### src/rtl/idx_pred_pkg.sv
package idx_pred_pkg;

   localparam int unsigned IDXP_MAX_HIST = 8;

   function automatic int unsigned idxp_cnt_width(input int unsigned n);
      return $clog2(n + 1);
   endfunction

endpackage

### src/rtl/idx_pred_hist.sv
module idx_pred_hist #(
   parameter int unsigned IDX_W    = 8,
   parameter int unsigned PRED_AW  = 8,
   parameter int unsigned HIST_LEN = 1
) (
   input  logic               clk,
   input  logic               rst_n,
   input  logic               push,
   input  logic [IDX_W-1:0]   push_idx,
   output logic [PRED_AW-1:0] pred_addr
);

   logic [IDX_W-1:0] hist_q [HIST_LEN];

   always_ff @(posedge clk or negedge rst_n) begin
      if (!rst_n) begin
         hist_q[0] <= '0;
      end else if (push) begin
         hist_q[0] <= push_idx;
      end
   end

   for (genvar k = 1; k < HIST_LEN; k++) begin : g_shift
      always_ff @(posedge clk or negedge rst_n) begin
         if (!rst_n) begin
            hist_q[k] <= '0;
         end else if (push) begin
            hist_q[k] <= hist_q[k-1];
         end
      end
   end

   if (HIST_LEN == 1) begin : g_direct
      assign pred_addr = hist_q[0][PRED_AW-1:0];
   end else begin : g_fold
      always_comb begin
         pred_addr = '0;
         for (int k = 0; k < HIST_LEN; k++) begin
            pred_addr = pred_addr ^ hist_q[k][PRED_AW-1:0];
         end
      end
   end

   // the address after a push reflects the pushed index (single-entry history)
   if (HIST_LEN == 1) begin : g_chk
      a_r2_hist_follows: assert property (@(posedge clk) disable iff (!rst_n)
         push |=> pred_addr == $past(push_idx[PRED_AW-1:0]));
   end

endmodule

### src/rtl/idx_pred_table.sv
module idx_pred_table #(
   parameter int unsigned IDX_W   = 8,
   parameter int unsigned PRED_AW = 8
) (
   input  logic               clk,
   input  logic               rst_n,
   input  logic [PRED_AW-1:0] rd_addr,
   output logic [IDX_W-1:0]   rd_data,
   input  logic               wr_en,
   input  logic [PRED_AW-1:0] wr_addr,
   input  logic [IDX_W-1:0]   wr_data
);

   localparam int unsigned DEPTH = 1 << PRED_AW;

   logic [IDX_W-1:0] mem_q [DEPTH];

   always_ff @(posedge clk or negedge rst_n) begin
      if (!rst_n) begin
         for (int i = 0; i < DEPTH; i++) begin
            mem_q[i] <= '0;
         end
      end else if (wr_en) begin
         mem_q[wr_addr] <= wr_data;
      end
   end

   assign rd_data = mem_q[rd_addr];

   // a written entry reads back when the same address is looked up next
   a_r4_table_write: assert property (@(posedge clk) disable iff (!rst_n)
      (wr_en && rd_addr == wr_addr) |=> (rd_addr != $past(wr_addr)) || (rd_data == $past(wr_data)));

endmodule

### src/rtl/idx_pred_packer.sv
module idx_pred_packer #(
   parameter int unsigned PACK_W = 8,
   parameter int unsigned CNT_W  = 4
) (
   input  logic              clk,
   input  logic              rst_n,
   input  logic              bit_en,
   input  logic              bit_val,
   input  logic              flush_en,
   output logic              out_valid,
   input  logic              out_ready,
   output logic [PACK_W-1:0] out_data,
   output logic [CNT_W-1:0]  out_nbits
);

   logic [PACK_W-1:0] acc_q, acc_nx;
   logic [CNT_W-1:0]  cnt_q, cnt_nx;
   logic              emit;

   always_comb begin
      acc_nx = acc_q;
      if (bit_en) begin
         acc_nx = acc_q | (PACK_W'(bit_val) << cnt_q);
      end
      cnt_nx = cnt_q + CNT_W'(bit_en);
      emit   = (cnt_nx == CNT_W'(PACK_W)) || (flush_en && cnt_nx != '0);
   end

   always_ff @(posedge clk or negedge rst_n) begin
      if (!rst_n) begin
         acc_q     <= '0;
         cnt_q     <= '0;
         out_valid <= 1'b0;
         out_data  <= '0;
         out_nbits <= '0;
      end else begin
         if (emit) begin
            acc_q     <= '0;
            cnt_q     <= '0;
            out_valid <= 1'b1;
            out_data  <= acc_nx;
            out_nbits <= cnt_nx;
         end else begin
            acc_q <= acc_nx;
            cnt_q <= cnt_nx;
            if (out_ready) begin
               out_valid <= 1'b0;
            end
         end
      end
   end

   // a presented byte carries 1..PACK_W bits and zero padding above them
   a_r6_nbits_range: assert property (@(posedge clk) disable iff (!rst_n)
      out_valid |-> (out_nbits != '0) && (out_nbits <= CNT_W'(PACK_W)));
   a_r6_zero_pad: assert property (@(posedge clk) disable iff (!rst_n)
      out_valid |-> ((out_data >> out_nbits) == '0));
   // a stalled byte stays put
   a_r8_pk_hold: assert property (@(posedge clk) disable iff (!rst_n)
      (out_valid && !out_ready) |=> out_valid && $stable(out_data) && $stable(out_nbits));
   // pending bit count never reaches a full byte between cycles
   a_r5_cnt_bound: assert property (@(posedge clk) disable iff (!rst_n)
      cnt_q < CNT_W'(PACK_W));

endmodule

### src/rtl/idx_pred_compressor.sv
module idx_pred_compressor #(
   parameter int unsigned IDX_W    = 8,
   parameter int unsigned PRED_AW  = 8,
   parameter int unsigned HIST_LEN = 1,
   parameter int unsigned PACK_W   = 8,
   parameter int unsigned CNT_W    = idx_pred_pkg::idxp_cnt_width(PACK_W)
) (
   input  logic              clk,
   input  logic              rst_n,
   input  logic              in_valid,
   output logic              in_ready,
   input  logic [IDX_W-1:0]  in_index,
   input  logic              flush,
   output logic              pk_valid,
   input  logic              pk_ready,
   output logic [PACK_W-1:0] pk_data,
   output logic [CNT_W-1:0]  pk_nbits,
   output logic              ms_valid,
   input  logic              ms_ready,
   output logic [IDX_W-1:0]  ms_index
);

   if (PRED_AW > IDX_W) begin : g_bad_aw
      $error("PRED_AW must not exceed IDX_W");
   end
   if (HIST_LEN < 1 || HIST_LEN > idx_pred_pkg::IDXP_MAX_HIST) begin : g_bad_hist
      $error("HIST_LEN out of range");
   end
   if (CNT_W < idx_pred_pkg::idxp_cnt_width(PACK_W)) begin : g_bad_cnt
      $error("CNT_W too narrow for PACK_W");
   end

   logic               acc_go, flush_go, hit;
   logic [PRED_AW-1:0] pred_addr;
   logic [IDX_W-1:0]   pred_idx;

   assign in_ready = (!pk_valid || pk_ready) && (!ms_valid || ms_ready);
   assign acc_go   = in_valid && in_ready;
   assign flush_go = flush && in_ready;
   assign hit      = (pred_idx == in_index);

   idx_pred_hist #(
      .IDX_W(IDX_W), .PRED_AW(PRED_AW), .HIST_LEN(HIST_LEN)
   ) u_hist (
      .clk(clk), .rst_n(rst_n), .push(acc_go), .push_idx(in_index),
      .pred_addr(pred_addr)
   );

   idx_pred_table #(
      .IDX_W(IDX_W), .PRED_AW(PRED_AW)
   ) u_table (
      .clk(clk), .rst_n(rst_n), .rd_addr(pred_addr), .rd_data(pred_idx),
      .wr_en(acc_go && !hit), .wr_addr(pred_addr), .wr_data(in_index)
   );

   idx_pred_packer #(
      .PACK_W(PACK_W), .CNT_W(CNT_W)
   ) u_pack (
      .clk(clk), .rst_n(rst_n), .bit_en(acc_go), .bit_val(hit),
      .flush_en(flush_go), .out_valid(pk_valid), .out_ready(pk_ready),
      .out_data(pk_data), .out_nbits(pk_nbits)
   );

   always_ff @(posedge clk or negedge rst_n) begin
      if (!rst_n) begin
         ms_valid <= 1'b0;
         ms_index <= '0;
      end else if (acc_go && !hit) begin
         ms_valid <= 1'b1;
         ms_index <= in_index;
      end else if (ms_ready) begin
         ms_valid <= 1'b0;
      end
   end

   // a correct guess leaves the miss trace empty
   a_r3_hit_no_miss: assert property (@(posedge clk) disable iff (!rst_n)
      (acc_go && hit) |=> !ms_valid);
   // a wrong guess shows up on the miss trace next cycle
   a_r4_miss_out: assert property (@(posedge clk) disable iff (!rst_n)
      (acc_go && !hit) |=> ms_valid && (ms_index == $past(in_index)));
   // idle outputs never block the input
   a_r7_ready_idle: assert property (@(posedge clk) disable iff (!rst_n)
      (!pk_valid && !ms_valid) |-> in_ready);
   // a stalled miss word stays put
   a_r8_ms_hold: assert property (@(posedge clk) disable iff (!rst_n)
      (ms_valid && !ms_ready) |=> ms_valid && $stable(ms_index));

endmodule

### config.mk
export PLATFORM = sky130hd
export DESIGN_NAME = idx_pred_compressor
export DESIGN_NICKNAME = d
export VERILOG_FILES = /design/src/rtl/idx_pred_pkg.sv /design/src/rtl/idx_pred_hist.sv /design/src/rtl/idx_pred_table.sv /design/src/rtl/idx_pred_packer.sv /design/src/rtl/idx_pred_compressor.sv
export SDC_FILE = /design/constraint.sdc
export NUM_CORES = 2
export LEC_CHECK = 0
export ABC_AREA = 1
export BUFFER_PORTS_ARGS = -buffer_cell sky130_fd_sc_hd__clkbuf_2
export CAP_MARGIN = 20
export CELL_PAD_IN_SITES_DETAIL_PLACEMENT = 2
export CELL_PAD_IN_SITES_GLOBAL_PLACEMENT = 2
export CORE_MARGIN = 4
export CORE_UTILIZATION = 38
export CTS_CLUSTER_DIAMETER = 40
export CTS_CLUSTER_SIZE = 25
export DETAILED_ROUTE_END_ITERATION = 16
export GPL_ROUTABILITY_DRIVEN = 0
export PLACE_DENSITY_LB_ADDON = 0.1
export SLEW_MARGIN = 20
export SYNTH_ARGS = -nofsm -noshare
export SYNTH_HDL_FRONTEND = slang
export SYNTH_SLANG_ARGS = --single-unit
### constraint.sdc
create_clock -name clk -period 3.8 [get_ports clk]
set_clock_uncertainty 0.1 [all_clocks]
set_input_delay 0.19 -clock clk [delete_from_list [all_inputs] [get_ports clk]]
set_output_delay 0.19 -clock clk [all_outputs]
set_load 0.05 [all_outputs]
Yosys cells after proc, flatten, opt, wreduce, memory -nomap -nowiden

Cells that the tools add are included.

Register bits: 2090

$add $sub $neg: 1
$lt $le $gt $ge: 2
Equality and inequality tests: 2
Shift-type cells: 1
Multiplexer cells: 13
Bitwise gates (word level): 2
Reduce and logical (&&, ||, !) cells: 15

Operators with widths:

| cell                                                     | count |
|---|---|
| bitwise mux 2048 bit                                     | 1 |
| binary-select mux 8 bit (select 8 bit)                   | 1 |
| demux 8 bit (select 8 bit)                               | 1 |
| 2-to-1 mux 8 bit                                         | 5 |
| greater-or-equal comparator 9 bit, second input constant | 1 |
| < comparator 9 x 1 -> 1 bit, second input constant       | 1 |
| NOT 8 -> 9 bit                                           | 1 |
| == test 8 bit                                            | 1 |
| bitwise OR 8 bit                                         | 1 |
| << shifter 1 x 4 -> 8 bit                                | 1 |
| logical AND 1 bit                                        | 6 |
| adder 4 x 1 -> 4 bit                                     | 1 |
| == test 4 bit, second input constant                     | 1 |
| 2-to-1 mux 1 bit                                         | 4 |
| 2-to-1 mux 4 bit                                         | 1 |
| nonzero test 2 bit                                       | 2 |
| nonzero test 4 bit                                       | 1 |
| logical NOT 1 bit                                        | 3 |
| logical OR 1 bit                                         | 3 |

Longest topological paths before layout

Depth after elaboration: 9
Mapped depth: 29

Hierarchy

A second synthesis with hierarchy kept.

Cells, all modules: 11801
Area total of the unflattened synthesis: 94520.7 µm²

Modules (own cells, without submodules):

| module              | times used | cells each | area an instance (µm²) | sequential area each (µm²) |
|---|---|---|---|---|
| idx_pred_table      | 1          | 11567      | 92471.2                | 51249.2 |
| idx_pred_packer     | 1          | 120        | 1188.6                 | 625.6 |
| idx_pred_compressor | 1          | 80         | 555.5                  | 225.2 |
| idx_pred_hist       | 1          | 34         | 305.3                  | 200.2 |

Worst setup path before layout

OpenSTA, ideal clock, no wires.

Kind: register to register
From: register u_pack.out_valid
To: register u_pack.out_data[0]
Library setup time: 0.066 ns
Arrival: 3.256 ns
Slack: 0.379 ns
Stages on the path, launching flop included: 17
Path buffers: 3
Cell sequence: dfrtp_1 nand2_1 nand2_1 inv_1 nand2_1 clkbuf_1 clkbuf_1 inv_1 ha_1 ha_1 nor3_1 nand3b_1 nand2_1 inv_1 clkbuf_1 nand2_1 nand2_1

Cells in the longest elaborated chain, start to end: 8
Elaborated cells on any way between the ends: 11
Classes of those cells: add/sub (1); eq/ne (1); mux (1); reduce/logical (8)

RTL lines:

| element                  | RTL line                  | RTL |
|---|---|---|
| from (decl)              | idx_pred_packer.sv:10     | `output logic out_valid,` |
| from (signal assigned)   | idx_pred_packer.sv:33     | `out_valid <= 1'b0;` |
| from (signal assigned)   | idx_pred_packer.sv:40     | `out_valid <= 1'b1;` |
| from (signal assigned)   | idx_pred_packer.sv:47     | `out_valid <= 1'b0;` |
| logical NOT 1 bit (*)    | idx_pred_compressor.sv:37 | `assign in_ready = (!pk_valid \|\| pk_ready) && (!ms_valid \|\| ms_ready);` |
| logical OR 1 bit (*)     | idx_pred_compressor.sv:37 |  |
| logical AND 1 bit (*)    | idx_pred_compressor.sv:37 |  |
| via in_ready             | idx_pred_compressor.sv:11 | `output logic in_ready,` |
| logical AND 1 bit (*)    | idx_pred_compressor.sv:38 | `assign acc_go = in_valid && in_ready;` |
| via acc_go               | idx_pred_compressor.sv:33 | `logic acc_go, flush_go, hit;` |
| adder 4 x 1 -> 4 bit (*) | idx_pred_packer.sv:25     | `cnt_nx = cnt_q + CNT_W'(bit_en);` |
| via u_pack.cnt_nx[1]     | idx_pred_packer.sv:17     | `logic [CNT_W-1:0] cnt_q, cnt_nx;` |
| nonzero test 4 bit       | idx_pred_packer.sv:26     | `emit = (cnt_nx == CNT_W'(PACK_W)) \|\| (flush_en && cnt_nx != '0);` |
| logical AND 1 bit        | idx_pred_packer.sv:26     |  |
| logical OR 1 bit (*)     | idx_pred_packer.sv:26     |  |
| to (signal assigned)     | idx_pred_packer.sv:41     | `out_data <= acc_nx;` |
| to (decl)                | idx_pred_packer.sv:12     | `output logic [PACK_W-1:0] out_data,` |

Mark *: on every way through the listed nets, which the timed path passes. The rest lies on a longest branch.
A chain may end at the register's enable or synchronous reset.

Worst setup path after layout

From: register u_hist.hist_q (netlist bit u_hist.pred_addr[0])
To: register u_table.mem_q[815] in the netlist's numbering

Cells in the longest elaborated chain, start to end: 7
Elaborated cells on any way between the ends: 13
Classes of those cells: order compare (2); eq/ne (1); mux (6); bitwise (1); reduce/logical (3)

RTL lines:

| element                                              | RTL line                                   | RTL |
|---|---|---|
| from (decl)                                          | idx_pred_hist.sv:13                        | `logic [IDX_W-1:0] hist_q [HIST_LEN];` |
| NOT 8 -> 9 bit (implied by the code) (*)             | idx_pred_table.sv:24, idx_pred_table.sv:28 |  |
| binary-select mux 8 bit (select 8 bit)               | idx_pred_table.sv:28                       | `assign rd_data = mem_q[rd_addr];` |
| 2-to-1 mux 8 bit (implied by the code) (2 in series) | idx_pred_table.sv:28                       |  |
| == test 8 bit                                        | idx_pred_compressor.sv:40                  | `assign hit = (pred_idx == in_index);` |
| logical NOT 1 bit                                    | idx_pred_compressor.sv:53                  | `.wr_en(acc_go && !hit), .wr_addr(pred_addr), .wr_data(in_index)` |
| logical AND 1 bit                                    | idx_pred_compressor.sv:53                  |  |
| to (signal, indexed assignment)                      | idx_pred_table.sv:24                       | `mem_q[wr_addr] <= wr_data;` |
| to (decl)                                            | idx_pred_table.sv:16                       | `logic [IDX_W-1:0] mem_q [DEPTH];` |

Every way passes the cells marked *; elsewhere a longest branch is shown, timed or not. The select of a mux whose other input is x is not followed.

==> flow_metrics.tcl <==
set metrics [dict create \
    drt_iter0_drc 10600 \
    firstDrtPassIters 5 \
    die_x_um 511 \
    grt_max_degree 153 \
    finalSetupViolCount 2073 \
    syn-mean-instance-area_sq_um 7.66 \
    routed_via_density 6.31 \
    multiInputGateArea_sq_um 43200 \
    wire_per_inst_um 35.2 \
    tightest_slew_ns 1.22 \
    relSlewSlack_pct 18.5 \
    remaining_drc_errors 0 \
    switching_share_pct 37.7 \
    cell_internal_pwr_mw 60.0 \
    rr_startpoint "u_hist.pred_addr[0]" \
    grt_overflow_total 0 \
    num_io_pins 37 \
    worstSetupEndpointType "register" \
    syn-num-nets 12600 \
    grtUsageTotal_pct 36.8 \
    drive_gt1_share_pct 19.4 \
    numCtsBuffers 418 \
    crit_fanout 17 \
    worst-r2r-cell-count 32 \
    wl_mm 594 \
    cts_tree "done" \
    clk_pin_slew_ns 0.06 \
    cp.arrival_ns 5.86 \
    critPathMaxStageDelay_ns 0.47 \
    final_nets 13100 \
    crit_buf_inv 11 \
    crit_path_start_kind "register" \
    run_status "finished, violations left" \
    crit_required_ns 4.57 \
    p_switching_mw 36.4 \
    pwr-share-seq_pct 29.9 \
    post-route-util_pct 51.2 \
    synth_area_sq_um 96200 \
    setup_slack_ns -1.29 \
    fp.dieArea_sq_um 261000 \
    cts_root_buffer "clkbuf_16" \
    die_h_um 511 \
    grt_pass1_vias 112000 \
    fmax_mhz 196 \
    cp_top_family "simple AND/OR/NAND/NOR gates" \
    grt_first_pass_wirelength_mm 740 \
    r2r-end "u_table.mem_q[815]" \
    ir_drop_mv 0.446 \
    r2r_slack_ns -1.29 \
    grt_setup_unrepaired "yes" \
    fin_crit_sh_pct 134 \
    cts_htree_levels 5 \
    critPathSlowestCell "dfrtp_4" \
    min_period_ns 5.09 \
    insertion_delay_ns 1.02 \
    via_count 106000 \
    worstSetupPathType "register to register" \
    core_area_sq_um 252000 \
    synth_cell_types 25 \
    cap_viol_max_count 0 \
    final_cell_mix "nand2_1 (5885), dfrtp_1 (2088), o21ai_1 (1853), buf_4 (466), clkbuf_16 (458)" \
    slew_violations 0 \
    antenna_found_initial 34 \
    clock_path_buffers 4 \
    whs_ns 0.0953 \
    final_antenna_net_count 0 \
    rows 184 \
    violations "setup timing" \
    start_util_pct 38.2 \
    hold_viol 0 \
    hold_class "input port to async pin" \
    io_buffers 36 \
    leakage_nw 61.8 \
    cellPowerDensity_nw_per_um2 748 \
    syn_to_final_growth_pct 33.9 \
    power_frac_comb_pct 27.0 \
    seq_area_frac_synth_pct 54.3 \
    clkSinkCount 2090 \
    seqCellArea_sq_um 52300 \
    synthCells 12600 \
    pwr-share-clk_pct 43.1 \
    yosys_warnings 0 \
    n_fill_cell 26500 \
    power_mw 96.4 \
    ys_ff_latch 2090 \
    final_common_cell "nand2_1" \
    dpl.hpwl_mm 260 \
]
[cells in the mapped netlist, drive strengths merged]
master / n / area (sq um)
nand4: 58 / 363
dfrtp: 2090 / 52300
nand3b: 1 / 7.51
xnor2: 1 / 8.76
inv: 44 / 165
ha: 2 / 25.0
xor2: 1 / 8.76
clkinv: 4 / 15.0
clkbuf: 473 / 1780
nand3: 226 / 1130
o21ai: 2267 / 11300
nor2: 439 / 1670
nor3b: 1 / 7.51
nor3: 2 / 10.0
buf: 430 / 2220
nand2: 6410 / 24600
a21oi: 118 / 591
[per-stage QoR]
| step | cell area (sq um) | std cells | worst slack (ns) | setup TNS [ns] |
|---|---|---|---|---|
| after floorplan | 96200 | 12600 | 0.379 | 0 |
| after global placement | 107000 | 15800 | -1.26 | -2305.35 |
| after detailed placement | 107000 | 15800 | -1.21 | -2215.76 |
| after CTS | 124000 | 16700 | -0.785 | -1367.64 |
| after global routing | 129000 | 16800 | -1.27 | -2110.95 |
| final | 129000 | 16900 | -1.29 | -2143.25 |
[flip-flops by register name, summed over array words and instances (netlist names)]
register,flops
u_pack.out_nbits,4
u_pack.out_data,8
u_pack.cnt_q,4
u_table.mem_q,2048
u_hist.pred_addr,8
ms_index,8
u_pack.out_valid,1
ms_valid,1
u_pack.acc_q,8
[per-layer routing]
| layer | up-vias | track usage [%] | wire, um |
|---|---|---|---|
| li1 | 41500 | - | - |
| met1 | 55100 | 43.9 | 216000 |
| met2 | 6745 | 61.4 | 275000 |
| met3 | 2985 | 7.68 | 50100 |
| met4 | 14 | 22.1 | 52200 |
| met5 | - | 0 | 97 |
[cells by family after synthesis]
kind of cell / count (synthesis) / share of synthesized area [%]
AND/OR/NAND/NOR: 7137 / 28.9
XOR/XNOR: 2 / 0.0182
flip-flops: 2090 / 54.3
buffers and inverters: 951 / 4.34
adder cells (fa/ha/maj): 2 / 0.0260
AO/OA/AOI/OAI: 2385 / 12.4
[worst register-to-register path, delay by kind of cell, from the launching register on]
family                 cells  cell delay [ns]
buffers and inverters     11             1.82
DFF                        1             0.47
and+or+nand+nor           19             2.19
AOI/OAI and AO/OA          2             0.37
[worst max path at each step]
stage,from,to,slack [ns],cells past startpoint
global placement,u_hist.pred_addr[0],u_table.mem_q[329],-1.26,31
finish,u_hist.pred_addr[0],u_table.mem_q[815],-1.29,32
floorplan,u_pack.out_valid,u_pack.out_data[0],0.38,16
detailed placement,u_hist.pred_addr[0],u_table.mem_q[1197],-1.21,29
global route,u_hist.pred_addr[0],u_table.mem_q[30],-1.27,32
CTS,u_hist.pred_addr[0],u_table.mem_q[1],-0.78,32
[cell type report]
class	count	area share (%)
inverters	48	0.245
well taps	3348	3.25
repair inverters	2	0.0194
clock buffers	497	8.73
clock inverters	288	2.93
multi-input cells	9533	33.5
repair buffers	1009	10.6
diodes	36	0.0699
flip-flops and latches	2090	40.6
[power by group through the flow]
stage / clock (mW) / combinational (mW) / sequential, mW
global placement: 0 / 18.2 / 27.9
detailed placement: 0 / 18.9 / 28.2
floorplan: 0 / 9.03 / 27.7
global route: 42.6 / 26.7 / 29.0
CTS: 40.2 / 21.3 / 28.1
finish: 41.6 / 26.0 / 28.8
[timing repair]
item | CTS | global route
endpoints found under the hold margin | 2039 | 0
endpoints found under the setup margin | 2073 | 2073
gates resized for setup | 379 | 859
pin swaps | 50 | 207
cloned | 28 | 43
hold buffers | 17 | 0
setup buffers | 53 | 63
Note: power is estimated with default switching activity, not from simulation.
